`src/rtl/ws_pkg.sv`:
```
package ws_pkg;
  typedef enum logic {
    POL_LOW  = 1'b0,
    POL_HIGH = 1'b1
  } trip_pol_e;

  localparam int unsigned DEF_OUTS   = 6;
  localparam int unsigned DEF_PGS    = 4;
  localparam int unsigned DEF_SYNC   = 2;
  localparam int unsigned DEF_FILT_W = 2;
endpackage

```
`src/rtl/ws_sync.sv`:
```
module ws_sync #(
  parameter int unsigned STAGES = 2
) (
  input  logic clk_i,
  input  logic rst_ni,
  input  logic d_i,
  output logic q_o
);
  logic [STAGES-1:0] chain_q;

  for (genvar s = 0; s < STAGES; s++) begin : g_stage
    always_ff @(posedge clk_i or negedge rst_ni) begin
      if (!rst_ni) chain_q[s] <= 1'b0;
      else if (s == 0) chain_q[s] <= d_i;
      else chain_q[s] <= chain_q[(s == 0) ? 0 : s-1];
    end
  end

  assign q_o = chain_q[STAGES-1];
endmodule

```
`src/rtl/ws_filter.sv`:
```
module ws_filter
  import ws_pkg::*;
#(
  parameter int unsigned CNT_W = 2
) (
  input  logic      clk_i,
  input  logic      rst_ni,
  input  logic      sample_i,
  input  logic      en_i,
  input  trip_pol_e pol_i,
  input  logic      filt_en_i,
  input  logic      clk_run_i,
  output logic      trip_o
);
  localparam logic [CNT_W-1:0] CNT_MAX = '1;

  logic             active;
  logic [CNT_W-1:0] cnt_q;
  logic             trip_q;

  assign active = en_i && (sample_i == logic'(pol_i));

  always_ff @(posedge clk_i or negedge rst_ni) begin
    if (!rst_ni) begin
      cnt_q  <= '0;
      trip_q <= 1'b0;
    end else if (!filt_en_i) begin
      cnt_q  <= '0;
      trip_q <= active;
    end else if (!active || !clk_run_i) begin
      cnt_q  <= '0;
      trip_q <= 1'b0;
    end else if (cnt_q == CNT_MAX) begin
      trip_q <= 1'b1;
    end else begin
      cnt_q  <= cnt_q + 1'b1;
      trip_q <= 1'b0;
    end
  end

  assign trip_o = trip_q;

  assert_disabled_R2: assert property (@(posedge clk_i) disable iff (!rst_ni)
    !en_i |=> !trip_o);

  assert_clk_stop_R7: assert property (@(posedge clk_i) disable iff (!rst_ni)
    (filt_en_i && !clk_run_i) |=> !trip_o);

  assert_restart_R6: assert property (@(posedge clk_i) disable iff (!rst_ni)
    (filt_en_i && !active) |=> (cnt_q == '0));

  assert_full_count_R5: assert property (@(posedge clk_i) disable iff (!rst_ni)
    ($rose(trip_o) && $past(filt_en_i)) |-> ($past(cnt_q) == CNT_MAX));
endmodule

```
`src/rtl/ws_route.sv`:
```
module ws_route #(
  parameter int unsigned NUM_OUT = 6,
  parameter int unsigned NUM_PG  = 4,
  parameter int unsigned SEL_W   = 2
) (
  input  logic               clk_i,
  input  logic               rst_ni,
  input  logic               trip_i,
  input  logic               route_en_i,
  input  logic [SEL_W-1:0]   sel_i,
  input  logic               gate_en_i,
  input  logic [NUM_OUT-1:0] safe_i,
  input  logic [NUM_OUT-1:0] wave_i,
  input  logic [NUM_PG-1:0]  pg_i,
  output logic [NUM_OUT-1:0] pin_o,
  output logic [NUM_PG-1:0]  gate_o
);
  localparam logic [NUM_PG-1:0] ONE = NUM_PG'(1);

  logic              pg_sel;
  logic [NUM_PG-1:0] gate_q;

  assign pg_sel = pg_i[sel_i];

  for (genvar i = 0; i < NUM_OUT; i++) begin : g_pin
    always_comb begin
      if (trip_i)          pin_o[i] = safe_i[i];
      else if (route_en_i) pin_o[i] = pg_sel;
      else                 pin_o[i] = wave_i[i];
    end
  end

  always_ff @(posedge clk_i or negedge rst_ni) begin
    if (!rst_ni)        gate_q <= '0;
    else if (gate_en_i) gate_q <= ONE << sel_i;
    else                gate_q <= '0;
  end

  assign gate_o = gate_q;

  assert_gate_onehot_R10: assert property (@(posedge clk_i) disable iff (!rst_ni)
    $onehot0(gate_o));

  assert_gate_sel_R10: assert property (@(posedge clk_i) disable iff (!rst_ni)
    gate_en_i |=> gate_o[$past(sel_i)]);

  assert_gate_off_R10: assert property (@(posedge clk_i) disable iff (!rst_ni)
    !gate_en_i |=> (gate_o == '0));
endmodule

```
`src/rtl/wave_shutdown.sv`:
```
module wave_shutdown
  import ws_pkg::*;
#(
  parameter int unsigned NUM_OUT     = DEF_OUTS,
  parameter int unsigned NUM_PG      = DEF_PGS,
  parameter int unsigned SYNC_STAGES = DEF_SYNC,
  parameter int unsigned FILT_W      = DEF_FILT_W,
  localparam int unsigned SEL_W      = (NUM_PG > 1) ? $clog2(NUM_PG) : 1
) (
  input  logic               clk_i,
  input  logic               rst_ni,
  input  logic               trip_en_i,
  input  logic               trip_pol_i,
  input  logic               filt_en_i,
  input  logic               clk_run_i,
  input  logic               route_en_i,
  input  logic [SEL_W-1:0]   route_sel_i,
  input  logic               gate_en_i,
  input  logic [NUM_OUT-1:0] safe_lvl_i,
  input  logic [NUM_OUT-1:0] wave_i,
  input  logic [NUM_PG-1:0]  pg_i,
  input  logic               trip_pin_i,
  output logic [NUM_OUT-1:0] pin_o,
  output logic               trip_o,
  output logic [NUM_PG-1:0]  gate_o
);
  logic pin_sync;
  logic trip;

  ws_sync #(.STAGES(SYNC_STAGES)) u_sync (
    .clk_i  (clk_i),
    .rst_ni (rst_ni),
    .d_i    (trip_pin_i),
    .q_o    (pin_sync)
  );

  ws_filter #(.CNT_W(FILT_W)) u_filter (
    .clk_i     (clk_i),
    .rst_ni    (rst_ni),
    .sample_i  (pin_sync),
    .en_i      (trip_en_i),
    .pol_i     (trip_pol_e'(trip_pol_i)),
    .filt_en_i (filt_en_i),
    .clk_run_i (clk_run_i),
    .trip_o    (trip)
  );

  ws_route #(.NUM_OUT(NUM_OUT), .NUM_PG(NUM_PG), .SEL_W(SEL_W)) u_route (
    .clk_i      (clk_i),
    .rst_ni     (rst_ni),
    .trip_i     (trip),
    .route_en_i (route_en_i),
    .sel_i      (route_sel_i),
    .gate_en_i  (gate_en_i),
    .safe_i     (safe_lvl_i),
    .wave_i     (wave_i),
    .pg_i       (pg_i),
    .pin_o      (pin_o),
    .gate_o     (gate_o)
  );

  assign trip_o = trip;

  assert_safe_R8: assert property (@(posedge clk_i) disable iff (!rst_ni)
    $rose(trip_o) |-> (pin_o == safe_lvl_i));
endmodule

```
`config.mk`:
```
export PLATFORM = sky130hd
export DESIGN_NAME = wave_shutdown
export DESIGN_NICKNAME = d
export VERILOG_FILES = /design/src/rtl/ws_pkg.sv /design/src/rtl/ws_sync.sv /design/src/rtl/ws_filter.sv /design/src/rtl/ws_route.sv /design/src/rtl/wave_shutdown.sv
export SDC_FILE = /design/constraint.sdc
export NUM_CORES = 1
export LEC_CHECK = 0
export CAP_MARGIN = 20
export CORE_AREA = 2 2 39 41
export DETAILED_ROUTE_END_ITERATION = 8
export DIE_AREA = 0 0 41 43
export DONT_BUFFER_PORTS = 1
export HOLD_SLACK_MARGIN = 0.15
export SYNTH_ARGS = -nofsm -noshare
export SYNTH_HDL_FRONTEND = slang
export SYNTH_HIERARCHICAL = 1
export SYNTH_SLANG_ARGS = --single-unit
export TNS_END_PERCENT = 5
```
`constraint.sdc`:
```
create_clock -name clk_i -period 1.98 [get_ports clk_i]
set_input_delay 0.594 -clock clk_i [delete_from_list [all_inputs] [get_ports clk_i]]
set_output_delay 0.594 -clock clk_i [all_outputs]
set_load 0.1 [all_outputs]
```
# --- Word-level counts from Yosys, hierarchy flattened ---
# Cells that the tools add are included.
word_totals:
  register_bits: 9
  inputBits: 27
  word_cells: 36
  output_inout_bits: 11
op_classes:
  addsub: 1
  shift: 1
  n_eq_ne: 3
  n_lt_le_gt_ge: 1
  muxes: 21
  reduce_logical: 4
op_table:
  columns: ["operator", "count"]
  rows:
  - ["$mux 1", 16]
  - ["$mux 2", 3]
  - ["$mux 4", 1]
  - ["$shl 1x2->4 const A", 1]
  - ["$lt 2x3->1 const B", 1]
  - ["$ne 3x2->1 const B", 1]
  - ["$add 2x1->2 const B", 1]
  - ["$bmux 1 s2", 1]
  - ["$eq 2x2->1 const B", 1]
  - ["$logic_not 1->1", 2]
  - ["$eq 1x1->1", 1]
  - ["$logic_and 1x1->1", 1]
  - ["$logic_or 1x1->1", 1]

# --- Longest topological paths before layout ---
depth:
  word_depth: 6
  ltp_mapped: 3
  depth_no_buf: 3

# --- Hierarchy ---
# The synthesis kept the hierarchy.
by_module_without_submodules:
  columns: ["module", "instances", "seq_area_each_um2", "cells_per_inst", "area_per_inst_um2"]
  rows:
  - ["ws_route", 1, 100.1, 33, 332.8]
  - ["ws_filter", 1, 75.1, 13, 150.1]
  - ["ws_sync", 1, 50.0, 2, 50.0]

# --- Least setup slack after synthesis ---
# Ideal clock, no wire load.
synth_path:
  kind: "flip-flop to output port"
  from: "reg u_filter.trip_q, in the netlist u_filter/trip_o"
  to: "out pin_o[0]"
  path_buffers: 1
  t_required_ns: 1.386
  setup_slack_ns: -0.624
  path_stages_with_launch: 3
  arrival_ns: 2.010
  cell_sequence: "dfrtp_1 buf_4 o31a_1"
synth_via:
  elab_chain_cells: 1
synth_rtl:
  columns: ["item", "line_no", "rtl"]
  rows:
  - ["start, declared", "ws_filter.sv:19", "logic trip_q;"]
  - ["start signal, assigned", "ws_filter.sv:29", "trip_q <= active;"]
  - ["$mux 1", "ws_route.sv:27", "if (trip_i) pin_o[i] = safe_i[i];"]
  - ["end, declared", "wave_shutdown.sv:23", "output logic [NUM_OUT-1:0] pin_o,"]
# Every way passes these cells.

# --- Worst setup path after layout ---
layout_path:
  from: "in route_sel_i[1]"
  to: "out pin_o[4]"
layout_via:
  elab_chain_cells: 4
layout_rtl:
  columns: ["item", "line_no", "rtl"]
  rows:
  - ["start, declared", "wave_shutdown.sv:17", "input logic [SEL_W-1:0] route_sel_i,"]
  - ["$bmux 1 s2", "ws_route.sv:23", "assign pg_sel = pg_i[sel_i];"]
  - ["$mux 1 (not written as such)", "ws_route.sv:23", null]
  - ["$mux 1", "ws_route.sv:28", "else if (route_en_i) pin_o[i] = pg_sel;"]
  - ["$mux 1", "ws_route.sv:27", null]
# Every way passes these cells. The select of a mux whose other input is x is not followed.

==> reports/results.ini <==
[critical_path]
worst-setup-path-type=input pin to output port
r2r_setup_slack_ns=0.96
worst-path-max-fanout=6
worstSetupStartpointType=input pin
r2r_cells=3
cp.arrival_ns=1.41
required_ns=1.39
end_kind=output port

[yosys]
netlist_area_um2=533
ys_types=21
avgSynthCellArea_um2=11.1
synth-seq-cells=9
syn_nets=76
synth_ff_type=dfrtp_1
async_flop_share_pct=100
ys_seq_area_share_pct=42.3
yosysWarningCount=6
synth_cells=48
synth_edf_count=0

[layout]
final_common_cell=dfrtp_1
nets=92
multiInputGateArea_um2=337
num_antenna_cells=0
drive_above_1_share_pct=52.4
layout-area-overhead-vs-synth_pct=46.9
layout.cells.non_filler=79
seq_area_um2=229
nFillCells=115
mostFrequentLayoutCells=8 x dfrtp_1, 6 x buf_12, 6 x o31a_2

[route]
first_iter_violations=6
viasPerCell=5.14
avgRoutedWirePerCell_um=13.8
drcViolationCount=0
dr_total_vias=406
wl_um=1090
drtPass1Iterations=4
postRouteAntennaNets=0

[timing]
relSlewSlack_pct=73.9
tightest_slew_ns=0.390
fin_skew_ns=0.00370
setup_tns_ns=-0.162
setup_viol=6
whs_ns=0.363
rsz0062_at_grt=true
hold_violations=0
timing.final.ws_setup_ns=-0.0286
max_freq_mhz=498
finalCriticalPeriod_ns=2.01
layout_worst_path_cycle_share_pct=101
finalMaxSlewViolations=0

[floorplan]
die_y_um=43
start_util_pct=38.5
die_w_um=41
dieArea_mm2=0.00176
ioPinCount=38
coreArea_mm2=0.00138
core.rowCount=14

[power_and_ir_drop]
power_leakage_uw=0.000347
ir_worst_vdd_uv=420
cellPowerDensity_mw_per_mm2=790

[grt]
antenna_found_initial=0
grt_pass1_vias=384
grt_pass1_wl_um=1520
track_usage_pct=12.6
grt_overflow_total=0
grt_max_degree=14

[cts]
cts_buffers=3
tritoncts=yes
root_buffer=clkbuf_4
h-tree-depth=1
cts_buffer_depth=2
clock_latency_ns=0.25
clock-sinks=9
path_clk_slew_ns=0.06

[run_status]
status=finished, violations left
violations=setup timing

[placed_design]
io_buffers=0
place_inst=74
gp_congestion=0.596

[flow_run]
cap_viol_max_count=0

[hold_path]
min_path_cells=0
hp-class=flop to flop

==> metal layers <==
layer	up-vias	share of wire (%)	track usage (%)	wire length (µm)
li1	198	-	-	-
met5	-	0	0	0
met3	0	6.5	3.14	71
met4	0	0	6.00	0
met2	17	56	22.2	612
met1	191	37	12.7	404
==> layout make-up <==
type                            instances  share of cell area, %
Multi-Input combinational cell         37                   43.0
Clock buffer                            4                   3.35
Timing Repair Buffer                   12                   21.4
Inverter                                1                  0.479
Sequential cell                         9                   29.2
Tap cell                               16                   2.56
==> cells by family (layout without fill, tap and decap cells) <==
kind of cell	Yosys count	count (layout)	share of synthesized area, %
mux	3	3	5.63
flops	9	9	42.3
fa+ha+maj	1	1	2.35
compound gates	8	8	14.6
simple gates	23	23	29.8
xor+xnor	2	2	3.29
buf+inv	2	17	2.11
==> critical path, stage by stage <==
cell	delay (ns)
mux2i_4	0.22
o22ai_4	0.11
o31a_2	0.32
buf_12	0.17
==> cells in the mapped netlist, drive strengths merged (2+ instances only) <==
master  instances  area [µm²]
nand2           3        11.3
o31a            6        52.6
xor2            2        17.5
and2b           6        50.0
mux2i           3        30.0
or2b            6        47.6
dfrtp           9         225
nor3            2        10.0
==> per-stage QoR <==
step	instance area, µm²	setup slack, ns	power (µW)	utilization [%]
finish	783	-0.0286	618	56.6
CTS	754	-0.0796	617	54.5
global route	783	-0.0611	643	56.6
global placement	714	-0.0992	474	51.6
detailed placement	714	-0.121	475	51.6
floorplan	544	-0.0680	393	-
==> repair_timing <==
item	4_1_cts	5_1_grt
hold buffers	1	0
buffers inserted	0	0
setup endpoints to repair	6	6
hold endpoints to repair	9	0
pin swaps	7	1
resized for setup	1	4
==> sequential cells by signal, summed over array words and instances (netlist names) <==
register,cells
u_filter/cnt_q,2
u_route/gate_o,4
u_sync/chain_q,1
u_filter/trip_o,1
u_sync/q_o,1
==> power by group <==
part,internal (µW),switching (µW),leakage (µW)
logic,103,183,0.000216
registers,192,5.28,0.000117
clock network,77.3,58.2,0.0000150
total,372,247,0.000347
==> final timing paths <==
path                                                    start                       endpoint
max in group asynchronous                              rst_ni      u_filter/trip_o$_DFF_PN0_
worst max-delay path                           route_sel_i[1]                       pin_o[4]
min in group asynchronous                              rst_ni    u_route/gate_o[0]$_DFF_PN0_
worst min-delay path              u_sync/chain_q[0]$_DFF_PN0_           u_sync/q_o$_DFF_PN0_
worst max register to register  u_filter/cnt_q[0]$_DFFE_PN0P_  u_filter/cnt_q[0]$_DFFE_PN0P_
worst min register to register    u_sync/chain_q[0]$_DFF_PN0_           u_sync/q_o$_DFF_PN0_
Note: power is estimated with default switching activity, not from simulation.
